<file path="config.mk">
export PLATFORM = sky130hd
export DESIGN_NAME = cfgctl_reg
export DESIGN_NICKNAME = d
export VERILOG_FILES = /design/src/rtl/cfgctl_pkg.sv /design/src/rtl/cfgctl_port_gate.sv /design/src/rtl/cfgctl_sec_stage.sv /design/src/rtl/cfgctl_masked_reg.sv /design/src/rtl/cfgctl_reg.sv
export SDC_FILE = /design/constraint.sdc
export NUM_CORES = 1
export LEC_CHECK = 0
export BUFFER_PORTS_ARGS = -buffer_cell sky130_fd_sc_hd__buf_2
export CAP_MARGIN = 20
export CELL_PAD_IN_SITES_DETAIL_PLACEMENT = 0
export CELL_PAD_IN_SITES_GLOBAL_PLACEMENT = 1
export CORE_MARGIN = 2
export CORE_UTILIZATION = 39
export CTS_CLUSTER_SIZE = 16
export DETAILED_ROUTE_END_ITERATION = 6
export PLACE_DENSITY = 0.88
export REMOVE_ABC_BUFFERS = 1
export SLEW_MARGIN = 25
export SYNTH_ARGS = -nofsm -noshare
export SYNTH_HDL_FRONTEND = slang
export SYNTH_SLANG_ARGS = --single-unit
</file>
<file path="constraint.sdc">
create_clock -name clk -period 4.1 [get_ports clk]
set_input_delay 0.82 -clock clk [delete_from_list [all_inputs] [get_ports clk]]
set_output_delay 0.82 -clock clk [all_outputs]
set_load 0.005 [all_outputs]
</file>
<file path="src/rtl/cfgctl_pkg.sv">
package cfgctl_pkg;
  localparam int CFG_W = 32;

  // control word bit positions (decoded by neighbours)
  localparam int KEY_B  = 31;
  localparam int PSEL_B = 30;
  localparam int OTS_B  = 12;
  localparam int NOFB_B = 10;
  localparam int RBK_B  = 8;
  localparam int DEC_B  = 6;
  localparam int SECH_B = 5;
  localparam int SECL_B = 4;
  localparam int PER_B  = 3;
  localparam int IOEN_B = 0;

  localparam logic [CFG_W-1:0] STORE_BITS = 32'hC000_1579;
  localparam logic [CFG_W-1:0] CTRL_RST   = 32'h0000_0101;

  // register addresses
  localparam int A_FADDR = 1;
  localparam int A_FDATA = 2;
  localparam int A_CTRL  = 5;
  localparam int A_MASK  = 6;

  typedef enum logic [1:0] {
    SEC_OPEN = 2'b00,
    SEC_NORB = 2'b01,
    SEC_LOCK = 2'b10,
    SEC_LCK2 = 2'b11
  } sec_lvl_t;
endpackage

</file>
<file path="src/rtl/cfgctl_port_gate.sv">
module cfgctl_port_gate
  import cfgctl_pkg::*;
#(
  parameter int ADDR_W = 5
) (
  input  logic [1:0]        sec_eff,
  input  logic              enc_load,
  input  logic              rd_en,
  input  logic              wr_en,
  input  logic [ADDR_W-1:0] addr,
  output logic              rd_ok,
  output logic              wr_ok,
  output logic              reject
);
  logic frame_hit;

  always_comb begin
    frame_hit = (addr == ADDR_W'(A_FADDR)) || (addr == ADDR_W'(A_FDATA));
    rd_ok     = (sec_eff == SEC_OPEN);
    wr_ok     = !sec_eff[1] && (!enc_load || frame_hit);
    reject    = (rd_en && !rd_ok) || (wr_en && !wr_ok);
  end
endmodule

</file>
<file path="src/rtl/cfgctl_sec_stage.sv">
module cfgctl_sec_stage (
  input  logic       clk,
  input  logic       rst_n,
  input  logic [1:0] sec_pend,
  input  logic       enc_load,
  input  logic       load_done,
  input  logic       startup_done,
  output logic [1:0] sec_eff
);
  logic       take;
  logic [1:0] sec_q;

  always_comb take = enc_load ? load_done : startup_done;

  always_ff @(posedge clk or negedge rst_n) begin
    if (!rst_n) begin
      sec_q <= 2'b00;
    end else if (take) begin
      sec_q <= sec_pend;
    end
  end

  assign sec_eff = sec_q;
endmodule

</file>
<file path="src/rtl/cfgctl_masked_reg.sv">
module cfgctl_masked_reg
  import cfgctl_pkg::*;
#(
  parameter int DATA_W = CFG_W
) (
  input  logic              clk,
  input  logic              rst_n,
  input  logic              wr_ctrl,
  input  logic              wr_mask,
  input  logic [DATA_W-1:0] wdata,
  output logic [DATA_W-1:0] ctrl_q,
  output logic [DATA_W-1:0] mask_q,
  output logic              key_eff
);
  localparam logic [DATA_W-1:0] STORE = DATA_W'(STORE_BITS);
  localparam logic [DATA_W-1:0] CRST  = DATA_W'(CTRL_RST);

  logic [DATA_W-1:0] wsel;
  logic [DATA_W-1:0] ctrl_d;
  logic              frz_q, frz_d;
  logic              klat_q, klat_d;

  always_comb begin
    wsel   = mask_q & STORE;
    ctrl_d = (ctrl_q & ~wsel) | (wdata & wsel);
    frz_d  = frz_q;
    klat_d = klat_q;
    if (wr_ctrl && !frz_q && !ctrl_q[DEC_B] && ctrl_d[DEC_B]) begin
      frz_d  = 1'b1;
      klat_d = ctrl_d[KEY_B];
    end
  end

  always_ff @(posedge clk or negedge rst_n) begin
    if (!rst_n) begin
      ctrl_q <= CRST;
      mask_q <= '0;
      frz_q  <= 1'b0;
      klat_q <= 1'b0;
    end else begin
      if (wr_ctrl) ctrl_q <= ctrl_d;
      if (wr_mask) mask_q <= wdata;
      frz_q  <= frz_d;
      klat_q <= klat_d;
    end
  end

  assign key_eff = frz_q ? klat_q : ctrl_q[KEY_B];
endmodule

</file>
<file path="src/rtl/cfgctl_reg.sv">
module cfgctl_reg
  import cfgctl_pkg::*;
#(
  parameter int ADDR_W = 5,
  parameter int DATA_W = CFG_W
) (
  input  logic              clk,
  input  logic              rst_n,
  input  logic              ext_rd_en,
  input  logic              ext_wr_en,
  input  logic [ADDR_W-1:0] ext_addr,
  input  logic [DATA_W-1:0] ext_wdata,
  output logic [DATA_W-1:0] ext_rdata,
  output logic              ext_reject,
  input  logic              int_rd_en,
  input  logic              int_wr_en,
  input  logic [ADDR_W-1:0] int_addr,
  input  logic [DATA_W-1:0] int_wdata,
  output logic [DATA_W-1:0] int_rdata,
  input  logic              enc_load,
  input  logic              load_done,
  input  logic              startup_done,
  output logic              key_src,
  output logic              port_sel,
  output logic              ot_shutdown_en,
  output logic              fallback_dis,
  output logic              readback_mask_n,
  output logic              decrypt_en,
  output logic [1:0]        sec_level,
  output logic              persist,
  output logic              io_tristate_n
);
  localparam int NPORT = 2;
  localparam logic [ADDR_W-1:0] AC = ADDR_W'(A_CTRL);
  localparam logic [ADDR_W-1:0] AM = ADDR_W'(A_MASK);

  // reset: asynchronous assert, synchronous release
  logic [1:0] rsync_q;
  logic       rst_i_n;
  always_ff @(posedge clk or negedge rst_n) begin
    if (!rst_n) rsync_q <= 2'b00;
    else        rsync_q <= {rsync_q[0], 1'b1};
  end
  assign rst_i_n = rsync_q[1];

  logic [DATA_W-1:0] ctrl_q, mask_q;
  logic [1:0]        sec_eff;
  logic              e_rd_ok, e_wr_ok, e_rej;
  logic              int_claim, ext_take;
  logic              wr_ctrl, wr_mask;
  logic [DATA_W-1:0] wdata;

  cfgctl_port_gate #(.ADDR_W(ADDR_W)) u_gate (
    .sec_eff  (sec_eff),
    .enc_load (enc_load),
    .rd_en    (ext_rd_en),
    .wr_en    (ext_wr_en),
    .addr     (ext_addr),
    .rd_ok    (e_rd_ok),
    .wr_ok    (e_wr_ok),
    .reject   (e_rej)
  );

  // write arbitration: the internal port wins a same-cycle collision
  always_comb begin
    int_claim = int_wr_en && ((int_addr == AC) || (int_addr == AM));
    ext_take  = !int_claim && ext_wr_en && e_wr_ok &&
                ((ext_addr == AC) || (ext_addr == AM));
    wr_ctrl   = (int_claim && (int_addr == AC)) || (ext_take && (ext_addr == AC));
    wr_mask   = (int_claim && (int_addr == AM)) || (ext_take && (ext_addr == AM));
    wdata     = int_claim ? int_wdata : ext_wdata;
  end

  cfgctl_masked_reg #(.DATA_W(DATA_W)) u_regs (
    .clk     (clk),
    .rst_n   (rst_i_n),
    .wr_ctrl (wr_ctrl),
    .wr_mask (wr_mask),
    .wdata   (wdata),
    .ctrl_q  (ctrl_q),
    .mask_q  (mask_q),
    .key_eff (key_src)
  );

  cfgctl_sec_stage u_sec (
    .clk          (clk),
    .rst_n        (rst_i_n),
    .sec_pend     (ctrl_q[SECH_B:SECL_B]),
    .enc_load     (enc_load),
    .load_done    (load_done),
    .startup_done (startup_done),
    .sec_eff      (sec_eff)
  );

  // read paths, one per port
  logic              rd_req [NPORT];
  logic              rd_ok  [NPORT];
  logic [ADDR_W-1:0] rd_adr [NPORT];
  logic [DATA_W-1:0] rd_q   [NPORT];

  always_comb begin
    rd_req[0] = ext_rd_en;  rd_ok[0] = e_rd_ok; rd_adr[0] = ext_addr;
    rd_req[1] = int_rd_en;  rd_ok[1] = 1'b1;    rd_adr[1] = int_addr;
  end

  for (genvar p = 0; p < NPORT; p++) begin : g_rd
    logic [DATA_W-1:0] rd_d;
    always_comb begin
      rd_d = '0;
      if (rd_req[p] && rd_ok[p]) begin
        if (rd_adr[p] == AC)      rd_d = ctrl_q;
        else if (rd_adr[p] == AM) rd_d = mask_q;
      end
    end
    always_ff @(posedge clk or negedge rst_i_n) begin
      if (!rst_i_n) rd_q[p] <= '0;
      else          rd_q[p] <= rd_d;
    end
  end

  logic rej_q;
  always_ff @(posedge clk or negedge rst_i_n) begin
    if (!rst_i_n) rej_q <= 1'b0;
    else          rej_q <= e_rej;
  end

  assign ext_rdata       = rd_q[0];
  assign int_rdata       = rd_q[1];
  assign ext_reject      = rej_q;
  assign port_sel        = ctrl_q[PSEL_B];
  assign ot_shutdown_en  = ctrl_q[OTS_B];
  assign fallback_dis    = ctrl_q[NOFB_B];
  assign readback_mask_n = ctrl_q[RBK_B];
  assign decrypt_en      = ctrl_q[DEC_B];
  assign persist         = ctrl_q[PER_B];
  assign io_tristate_n   = ctrl_q[IOEN_B];
  assign sec_level       = sec_eff;
endmodule

</file>
==> metrics.cfg <==
[outcome]
status = finished clean

[timing]
fin_crit_ns = 2.41
slew_violations = 0
worst_slack_ns = 1.69
skew_ns = 0.00843
hold_viol_final = 0
maxSlewHeadroom_pct = 47.6
setup_violations = 0
max_freq_ghz = 0.414
tightest_slew_ns = 0.783
grt_setup_unrepaired = no
fin_tns_setup_ns = 0
period_share_pct = 58.9

[detailed_routing]
vias_per_cell = 4.83
ant_nets = 0
wl_um = 10300
drt_iter0_markers = 128
wl_per_cell_um = 14.9
drt-pass1-iter-count = 4
dr_total_vias = 3359
drc = 0

[synth]
netlist_area_um2 = 4610
async_flop_share_pct = 100
yosysTopAreaCellShare_pct = 60.3
syn_inst = 376
synth_edf_count = 0
yosys-top-cells-area = dfrtp_1 (60%), mux2i_1 (11%), and2_1 (6.1%), nand2_1 (2.9%), o21ai_2 (2.5%)
netlist_top_cells_count = dfrtp_1 (111), mux2i_1 (51), and2_1 (45)
synthDistinctLibCells = 38
synth_flop_cell = dfrtp_1
avgSynthCellArea_um2 = 12.3
ys_seq_area_share_pct = 61.4
post-synth-top-count-cell = dfrtp_1
ys_ff_latch = 113
synth_area_leader_cell = dfrtp_1
yosys_warnings = 0

[critical_path]
critPathMaxFanout = 8
r2r_slack_ns = 1.87
path_class = input port to register
cp.arrival_ns = 2.71
worstPathRequired_ns = 4.39
critPathMaxStageDelay_ns = 0.61
reg2reg_depth = 6
path_cells = buf_2, nor3b_1, nand3_1, o211ai_1, nand4b_1, mux2_1
cp_slowest_cell = o211ai_1
r2r_start = u_sec.sec_eff[1]$_DFFE_PN0P_
startpoint_type = input port
r2r_end = u_regs.mask_q[16]$_DFFE_PN0P_
worst_setup_path_end_kind = register

[global_route]
grt-ovfl-total = 0
grt_max_degree = 87
antenna_found_initial = 0
grt_pass1_wl_um = 16300
grt_pass1_vias = 3344
grt_use_total_pct = 16.9

[power]
power_density_nw_per_um2 = 513
vdd_drop_max_v = 0.000246
p_leak_nw = 3.52

[clock_tree]
postCtsSetupRepairBufs = 0
postCtsHoldBufs = 0
path_clk_slew_ns = 0.05
clock_path_buffers = 2
clock_sinks = 113
ctsRootBufferMaster = clkbuf_16
cts_made_buffers = 17
clock_latency_ns = 0.41
h-tree-depth = 4
cts_tree = yes
postCtsResizedCells = 0

[flow_run]
maxCapViolations = 0

[placed_design]
portBuffers = 157
gp_congestion = 0.830
preCtsSetupSlack_ns = 1.28
dp_hpwl_um = 7250

[layout]
layout-drive-gt1-share_pct = 40.3
area_growth_pct = 33.4
multi_input_area_um2 = 1660
insertedDiodeCount = 0
fillCellCount = 975
nNetsFinal = 623
register_area_um2 = 2830

[floorplanning]
coreArea_um2 = 11500
pin_count = 158
rows = 39
die-height_um = 113
die_w_um = 113
dieArea_um2 = 12700
start_util_pct = 40.2

[hold_path]
hp-class = input port to asynchronous set/reset pin

[how the worst max path moves through the flow]
stage	start	to	cells after the start
2_1_floorplan	rsync_q[1]$_DFF_PN0_	asynchronous set/reset pin	0
3_3_place_gp	int_addr[2]	u_regs.mask_q[7]$_DFFE_PN0P_	7
3_5_place_dp	int_addr[2]	u_regs.mask_q[9]$_DFFE_PN0P_	7
4_1_cts	int_addr[2]	u_regs.mask_q[7]$_DFFE_PN0P_	7
5_1_grt	ext_addr[4]	u_regs.klat_q$_DFFE_PN0P_	6
6_report	ext_addr[4]	u_regs.klat_q$_DFFE_PN0P_	6
[per-layer routing]
layer / up-vias / track usage, % / share of wire (%)
li1: 1615 / - / -
met1: 1590 / 21.4 / 44
met2: 132 / 26.2 / 47
met3: 22 / 4.81 / 6.6
met4: 0 / 9.59 / 2.3
met5: - / 0 / 0
[power breakdown]
group / leakage [nW] / switching (mW) / internal (mW)
Combinational: 1.69 / 0.156 / 0.161
Clock: 0.304 / 0.484 / 1.00
Sequential: 1.52 / 0.109 / 1.24
Total: 3.52 / 0.749 / 2.40
[worst max-delay path: cells and delay by family]
kind                   cells  cell delay, ns
and+or+nand+nor            3            0.79
AOI/OAI and AO/OA          1            0.61
muxes                      1            0.36
buffers and inverters      1            0.11
[layout make-up]
type	count	share of cell area, %
Clock inverter	8	1.61
Timing Repair Buffer	163	13.8
Tap cell	143	2.91
Clock buffer	24	8.49
Sequential cell	113	46.1
Multi-Input combinational cell	245	27.1
[sequential cells by signal (all words and copies together) (netlist names), named ones only]
signal and cells:
ext_rdata 32, int_rdata 32, u_regs.mask_q 32, rsync_q 2, u_regs.ctrl_q 2, u_sec.sec_eff 2
ext_reject 1, u_regs.frz_q 1, u_regs.klat_q 1
[stage by stage]
step | std cells | utilization (%) | instance area, um2 | hold slack, ns | power (mW)
2_1_floorplan | 358 | - | 4490 | 0.331 | 1.53
3_3_place_gp | 663 | 48.0 | 5500 | 0.339 | 1.66
3_5_place_dp | 663 | 48.0 | 5500 | 0.340 | 1.68
4_1_cts | 695 | 53.4 | 6120 | 0.178 | 3.17
5_1_grt | 696 | 53.6 | 6150 | 0.175 | 3.30
6_report | 696 | 53.6 | 6150 | 0.191 | 3.15
[cells by family after synthesis]
kind of cell / Yosys count / synth area share (%)
AO/OA/AOI/OAI: 60 / 8.96
XOR/XNOR: 1 / 0.190
buffers and inverters: 18 / 2.53
flip-flops: 113 / 61.4
multiplexers: 56 / 12.3
other: 1 / 0.0814
AND/OR/NAND/NOR: 127 / 14.5
[layout by cell type (no fill, tap or decap), types with 9 or more instances in the layout]
| cell | n |
|---|---|
| dfrtp_1 | 110 |
| mux2i_1 | 51 |
| nand2_1 | 34 |
| buf_2 | 157 |
| o21ai_1 | 19 |
| nor2_1 | 25 |
| clkbuf_16 | 17 |
| a21oi_1 | 12 |
| a31oi_1 | 9 |
| o21ai_2 | 13 |
| and2_1 | 45 |
(Power assumes the default switching activity.)
